File: src/rtl/i2c_hstat_pkg.sv
package i2c_hstat_pkg;

    localparam int STAT_W = 8;

    // bit positions inside the status byte; software decodes these
    localparam int POS_RDF  = 7;
    localparam int POS_WRF  = 6;
    localparam int POS_HOLD = 5;
    localparam int POS_NACK = 4;
    localparam int POS_ARB  = 3;
    localparam int POS_BERR = 2;

    // sticky flag indices inside the flag vector
    localparam int F_RDF  = 0;
    localparam int F_WRF  = 1;
    localparam int F_HOLD = 2;
    localparam int F_ARB  = 3;
    localparam int F_BERR = 4;
    localparam int NFLAG  = 5;

    typedef enum logic [1:0] {
        BS_UNKNOWN = 2'd0,
        BS_IDLE    = 2'd1,
        BS_OWNER   = 2'd2,
        BS_BUSY    = 2'd3
    } bus_state_e;

    typedef struct packed {
        logic              common;      // address write, data access, control write
        logic              addr_wr;     // address register written
        logic              force_idle;  // bus state field written with IDLE
        logic [STAT_W-1:0] w1c;         // write-one-to-clear mask
    } clr_t;

endpackage

File: src/rtl/i2c_hstat_decode.sv
module i2c_hstat_decode
    import i2c_hstat_pkg::*;
#(
    parameter int                ADDR_W = 3,
    parameter logic [ADDR_W-1:0] A_CTRL = ADDR_W'(1),
    parameter logic [ADDR_W-1:0] A_STAT = ADDR_W'(2),
    parameter logic [ADDR_W-1:0] A_ADDR = ADDR_W'(3),
    parameter logic [ADDR_W-1:0] A_DATA = ADDR_W'(4)
) (
    input  logic              bus_wr,
    input  logic              bus_rd,
    input  logic [ADDR_W-1:0] bus_addr,
    input  logic [STAT_W-1:0] bus_wdata,
    output clr_t              clr_o
);

    logic wr_stat, wr_addr, wr_ctrl, acc_data;

    always_comb begin
        wr_stat  = bus_wr && (bus_addr == A_STAT);
        wr_addr  = bus_wr && (bus_addr == A_ADDR);
        wr_ctrl  = bus_wr && (bus_addr == A_CTRL);
        acc_data = (bus_wr || bus_rd) && (bus_addr == A_DATA);

        clr_o.common     = wr_addr || wr_ctrl || acc_data;
        clr_o.addr_wr    = wr_addr;
        clr_o.w1c        = wr_stat ? bus_wdata : '0;
        clr_o.force_idle = wr_stat && (bus_wdata[1:0] == BS_IDLE);
    end

endmodule

File: src/rtl/i2c_hstat_flag.sv
module i2c_hstat_flag #(
    parameter logic RST_VAL = 1'b0
) (
    input  logic clk,
    input  logic rst_n,
    input  logic set_i,
    input  logic clr_i,
    output logic q_o
);

    always_ff @(posedge clk) begin
        if (!rst_n)
            q_o <= RST_VAL;
        else if (set_i)
            q_o <= 1'b1;      // a set beats a clear in the same cycle
        else if (clr_i)
            q_o <= 1'b0;
    end

endmodule

File: src/rtl/i2c_hstat_busfsm.sv
module i2c_hstat_busfsm
    import i2c_hstat_pkg::*;
(
    input  logic       clk,
    input  logic       rst_n,
    input  logic       force_idle_i,
    input  logic       bus_err_i,
    input  logic       stop_i,
    input  logic       arb_lost_i,
    input  logic       start_mine_i,
    input  logic       start_other_i,
    output logic [1:0] state_o
);

    bus_state_e state_q, state_d;

    always_ff @(posedge clk) begin
        if (!rst_n)
            state_q <= BS_UNKNOWN;
        else
            state_q <= state_d;
    end

    always_comb begin
        state_d = state_q;
        if (force_idle_i) begin
            state_d = BS_IDLE;                 // FORCE_IDLE
        end else if (bus_err_i) begin
            state_d = BS_UNKNOWN;              // ERR_RESYNC
        end else if (stop_i) begin
            state_d = BS_IDLE;                 // STOP_SEEN
        end else begin
            unique case (state_q)
                BS_UNKNOWN: begin
                    if (start_other_i) state_d = BS_BUSY;        // FOREIGN_START
                end
                BS_IDLE: begin
                    if (start_mine_i)       state_d = BS_OWNER;  // OWN_START
                    else if (start_other_i) state_d = BS_BUSY;   // FOREIGN_START
                end
                BS_OWNER: begin
                    if (arb_lost_i)         state_d = BS_BUSY;   // ARB_DROP
                    else if (start_mine_i)  state_d = BS_OWNER;  // OWN_START (repeated)
                    else if (start_other_i) state_d = BS_BUSY;   // FOREIGN_START
                end
                BS_BUSY: begin
                    if (start_mine_i)       state_d = BS_OWNER;  // OWN_START
                    else if (start_other_i) state_d = BS_BUSY;   // FOREIGN_START
                end
                default: state_d = BS_UNKNOWN;
            endcase
        end
    end

    always_comb begin
        state_o = state_q;
    end

endmodule

File: src/rtl/i2c_host_status.sv
module i2c_host_status
    import i2c_hstat_pkg::*;
#(
    parameter int                ADDR_W = 3,
    parameter logic [ADDR_W-1:0] A_CTRL = ADDR_W'(1),
    parameter logic [ADDR_W-1:0] A_STAT = ADDR_W'(2),
    parameter logic [ADDR_W-1:0] A_ADDR = ADDR_W'(3),
    parameter logic [ADDR_W-1:0] A_DATA = ADDR_W'(4)
) (
    input  logic              clk,
    input  logic              rst_n,
    input  logic              bus_wr,
    input  logic              bus_rd,
    input  logic [ADDR_W-1:0] bus_addr,
    input  logic [7:0]        bus_wdata,
    input  logic              rd_done_i,
    input  logic              wr_done_i,
    input  logic              hold_i,
    input  logic              arb_lost_i,
    input  logic              bus_err_i,
    input  logic              ack_smp_i,
    input  logic              ack_nack_i,
    input  logic              start_mine_i,
    input  logic              start_other_i,
    input  logic              stop_i,
    input  logic              rd_ien_i,
    input  logic              wr_ien_i,
    output logic [7:0]        status_o,
    output logic              rd_irq_o,
    output logic              wr_irq_o
);

    localparam int FPOS [NFLAG] = '{POS_RDF, POS_WRF, POS_HOLD, POS_ARB, POS_BERR};

    clr_t             clr;
    logic [NFLAG-1:0] set_v, clr_v, flag_q;
    logic [1:0]       bstate;
    logic             nack_q;

    i2c_hstat_decode #(
        .ADDR_W (ADDR_W),
        .A_CTRL (A_CTRL),
        .A_STAT (A_STAT),
        .A_ADDR (A_ADDR),
        .A_DATA (A_DATA)
    ) dec_i (
        .bus_wr    (bus_wr),
        .bus_rd    (bus_rd),
        .bus_addr  (bus_addr),
        .bus_wdata (bus_wdata),
        .clr_o     (clr)
    );

    always_comb begin
        set_v[F_RDF]  = rd_done_i;
        set_v[F_WRF]  = wr_done_i;
        set_v[F_HOLD] = hold_i;
        set_v[F_ARB]  = arb_lost_i;
        set_v[F_BERR] = bus_err_i;
    end

    generate
        for (genvar g = 0; g < NFLAG; g++) begin : g_flag
            if (g == F_BERR) begin : g_narrow
                assign clr_v[g] = clr.addr_wr || clr.w1c[FPOS[g]];
            end else begin : g_wide
                assign clr_v[g] = clr.common || clr.w1c[FPOS[g]];
            end
            i2c_hstat_flag #(.RST_VAL(1'b0)) flag_i (
                .clk   (clk),
                .rst_n (rst_n),
                .set_i (set_v[g]),
                .clr_i (clr_v[g]),
                .q_o   (flag_q[g])
            );
        end
    endgenerate

    always_ff @(posedge clk) begin
        if (!rst_n)
            nack_q <= 1'b0;
        else if (ack_smp_i)
            nack_q <= ack_nack_i;
    end

    i2c_hstat_busfsm fsm_i (
        .clk           (clk),
        .rst_n         (rst_n),
        .force_idle_i  (clr.force_idle),
        .bus_err_i     (bus_err_i),
        .stop_i        (stop_i),
        .arb_lost_i    (arb_lost_i),
        .start_mine_i  (start_mine_i),
        .start_other_i (start_other_i),
        .state_o       (bstate)
    );

    always_comb begin
        status_o           = '0;
        status_o[POS_RDF]  = flag_q[F_RDF];
        status_o[POS_WRF]  = flag_q[F_WRF];
        status_o[POS_HOLD] = flag_q[F_HOLD];
        status_o[POS_NACK] = nack_q;
        status_o[POS_ARB]  = flag_q[F_ARB];
        status_o[POS_BERR] = flag_q[F_BERR];
        status_o[1:0]      = bstate;
        rd_irq_o           = flag_q[F_RDF] && rd_ien_i;
        wr_irq_o           = flag_q[F_WRF] && wr_ien_i;
    end

endmodule

File: config.mk
export PLATFORM = sky130hd
export DESIGN_NAME = i2c_host_status
export DESIGN_NICKNAME = d
export VERILOG_FILES = /design/src/rtl/i2c_hstat_pkg.sv /design/src/rtl/i2c_hstat_decode.sv /design/src/rtl/i2c_hstat_flag.sv /design/src/rtl/i2c_hstat_busfsm.sv /design/src/rtl/i2c_host_status.sv
export SDC_FILE = /design/constraint.sdc
export NUM_CORES = 1
export LEC_CHECK = 0
export BUFFER_PORTS_ARGS = -buffer_cell sky130_fd_sc_hd__buf_2
export CAP_MARGIN = 20
export CORE_MARGIN = 2
export CORE_UTILIZATION = 38
export DETAILED_ROUTE_END_ITERATION = 10
export PLACE_DENSITY = 0.82
export SLEW_MARGIN = 20
export SYNTH_ARGS = -nofsm -noshare
export SYNTH_HDL_FRONTEND = slang
export SYNTH_HIERARCHICAL = 1
export SYNTH_SLANG_ARGS = --single-unit
File: constraint.sdc
create_clock -name clk -period 1.05 [get_ports clk]
set_input_delay 0 -clock clk [delete_from_list [all_inputs] [get_ports clk]]
set_output_delay 0 -clock clk [all_outputs]
set_load 0.01 [all_outputs]
==> impl_metrics.py <==
metrics = {
    "run_status": {
        "status": "finished, final reports clean",
    },
    "synth": {
        "avgSynthCellArea_um2": 10.09,
        "ys_warn_count": 6,
        "syn_nets": 76,
        "syn_inst": 49,
        "synth_area_um2": 494.2,
    },
    "placement": {
        "portBuffers": 35,
        "hpwl_um": 903.4,
        "routabilityCongestion": 0.5416,
        "place_area_um2": 671.9,
    },
    "sta": {
        "grt_setup_unrepaired": "false",
        "finalSetupViolCount": 0,
        "max_freq_mhz": 1050,
        "worst_pin_slew_ns": 0.4092,
        "fin_worst_skew_ns": 0.00006134,
        "slew_headroom_pct": 72.49,
        "period_share_pct": 90.69,
        "hold_violations": 0,
        "min_period_ns": 0.9522,
        "drv_slew": 0,
    },
    "critical_path": {
        "crit_required_ns": 1.19,
        "worstReg2RegEnd": "fsm_i/state_o[0]",
        "cpMaxStageDelayCell": "dfxtp_1",
        "max_stage_delay_ns": 0.36,
        "worstSetupStartpointType": "flip-flop",
        "crit_path_start": "fsm_i/state_o[1]",
        "rr_worst_depth": 3,
        "rrSetupSlack_ns": 0.1,
        "timing.rr.start": "fsm_i/state_o[1]",
        "critPathMaxFanout": 3,
        "crit_arrival_ns": 1.09,
        "path_class": "reg2reg",
        "crit_path_end_kind": "flip-flop",
        "cp_cell_sequence": "mux2i_1, o221ai_1, and3_1",
        "critical_path.endpoint": "fsm_i/state_o[0]",
    },
    "flow_run": {
        "maxCapViolations": 0,
    },
    "floorplan": {
        "start_util_pct": 42.75,
        "die_w_um": 40.07,
        "fp.dieArea_um2": 1605,
        "coreArea_um2": 1156,
        "ioPinCount": 37,
        "die_y_um": 40.07,
        "row_count": 12,
    },
    "layout": {
        "drive_gt1_share_pct": 53.33,
        "multiInputGateArea_um2": 319.1,
        "seq_area_um2": 160.2,
        "n_fill_cell": 88,
        "area_delta_synth_final_pct": 50.63,
        "num_antenna_cells": 0,
        "fin_area_um2": 744.5,
        "num-nets-final": 119,
    },
    "power": {
        "power.total_mw": 0.7611,
        "p_leak_nw": 0.3899,
        "pwr_density_cell_nw_per_um2": 1022,
        "ir_worst_vdd_v": 0.0005936,
    },
    "routing": {
        "routed.top_layer": "met4",
        "vias": 488,
        "dr_wl_met3_um": 106,
        "wire_per_inst_um": 10.67,
        "routed_wl_um": 1110,
        "wl_met1_um": 454,
        "drtPass1Iterations": 2,
        "drtAntennaViolNets": 0,
        "wl_met2_um": 538,
        "vias_per_cell": 4.692,
        "drc_errors": 0,
        "drt_iter0_markers": 5,
    },
    "clock_tree": {
        "path_clk_slew_ns": 0.06,
        "clock_sinks": 8,
        "cts_setup_buffers": 0,
        "clock_latency_ns": 0.25,
        "htree_levels": 1,
        "cts_tree": "built",
        "root_buffer": "clkbuf_4",
        "cts.repair.resized": 0,
        "numCtsBuffers": 3,
        "cts.path.max_buffers": 2,
    },
    "global_route": {
        "grt_remaining_overflow": 0,
        "grt_usage_pct": 15.44,
        "antenna_found_initial": 0,
        "grt_max_degree": 9,
        "grt_pass1_wl_um": 1559,
        "grt_pass1_vias": 409,
    },
    "min_path": {
        "hp-class": "in2reg",
        "hp-start": "stop_i",
    },
}
==> critical path, delay by kind of cell (launching register included) <==
| kind | cells | cell delay [ns] |
|---|---|---|
| muxes | 1 | 0.19 |
| AOI/OAI and AO/OA | 1 | 0.12 |
| DFF | 1 | 0.36 |
| and+or+nand+nor | 1 | 0.18 |
==> how the worst min path moves through the flow <==
stage | end | depth (start not counted)
final | fsm_i/state_o[1] | 3
after global routing | fsm_i/state_o[1] | 3
after CTS | fsm_i/state_o[1] | 3
after detailed placement | g_flag[0].flag_i/q_o | 2
after global placement | g_flag[1].flag_i/q_o | 2
after floorplan | fsm_i/state_o[1] | 1
==> sequential cells by signal, indices dropped and copies added (netlist names) <==
name	count
g_flag.flag_i/q_o	5
nack_q	1
fsm_i/state_o	2
==> through the flow <==
step | std cells | hold WS, ns | setup TNS, ns | util [%] | setup WS [ns]
3_3_place_gp | 96 | 0.2098 | -0.1816 | 58.12 | -0.04796
6_report | 104 | 0.03662 | 0 | 64.39 | 0.09777
4_1_cts | 104 | 0.02927 | 0 | 64.39 | 0.09074
5_1_grt | 104 | 0.02985 | 0 | 64.39 | 0.03831
2_1_floorplan | 49 | 0.07570 | 0 | - | 0.09300
3_5_place_dp | 96 | 0.2118 | -0.4238 | 58.12 | -0.1147
==> report_power, final <==
group	leakage (nW)	internal (mW)	switching, mW	total [mW]
Combinational	0.309	0.117	0.0745	0.192
Clock	0.0138	0.131	0.103	0.233
Sequential	0.0666	0.324	0.0117	0.336
==> cell usage in the layout, fill, tap and decap left out, drive strengths merged <==
master	count
nand2b	2
dlygate4sd3	5
o21a	5
buf	35
a211oi	1
dfxtp	8
o221ai	1
and4bb	1
and3b	1
o31ai	1
or2	5
nor2b	6
and2	7
mux2i	2
and3	1
nand3b	1
and4b	1
nor4bb	1
nor2	3
clkbuf	3
==> what timing repair did <==
item,4_1_cts,5_1_grt
hold buffers,5,0
endpoints found under the setup margin,0,0
hold endpoints to repair,6,0
==> per-layer routing <==
layer	GRT usage, %	vias up
met3	5.000	2
met2	27.82	24
met1	15.67	210
li1	-	252
met5	0	-
met4	7.759	0
==> area by class of cell <==
type	instances	share of cell area, %
Timing Repair Buffer	40	30.25
Clock buffer	3	3.025
Multi-Input combinational cell	39	42.86
Sequential cell	8	21.51
Tap cell	14	2.353
(Power assumes the default switching activity.)
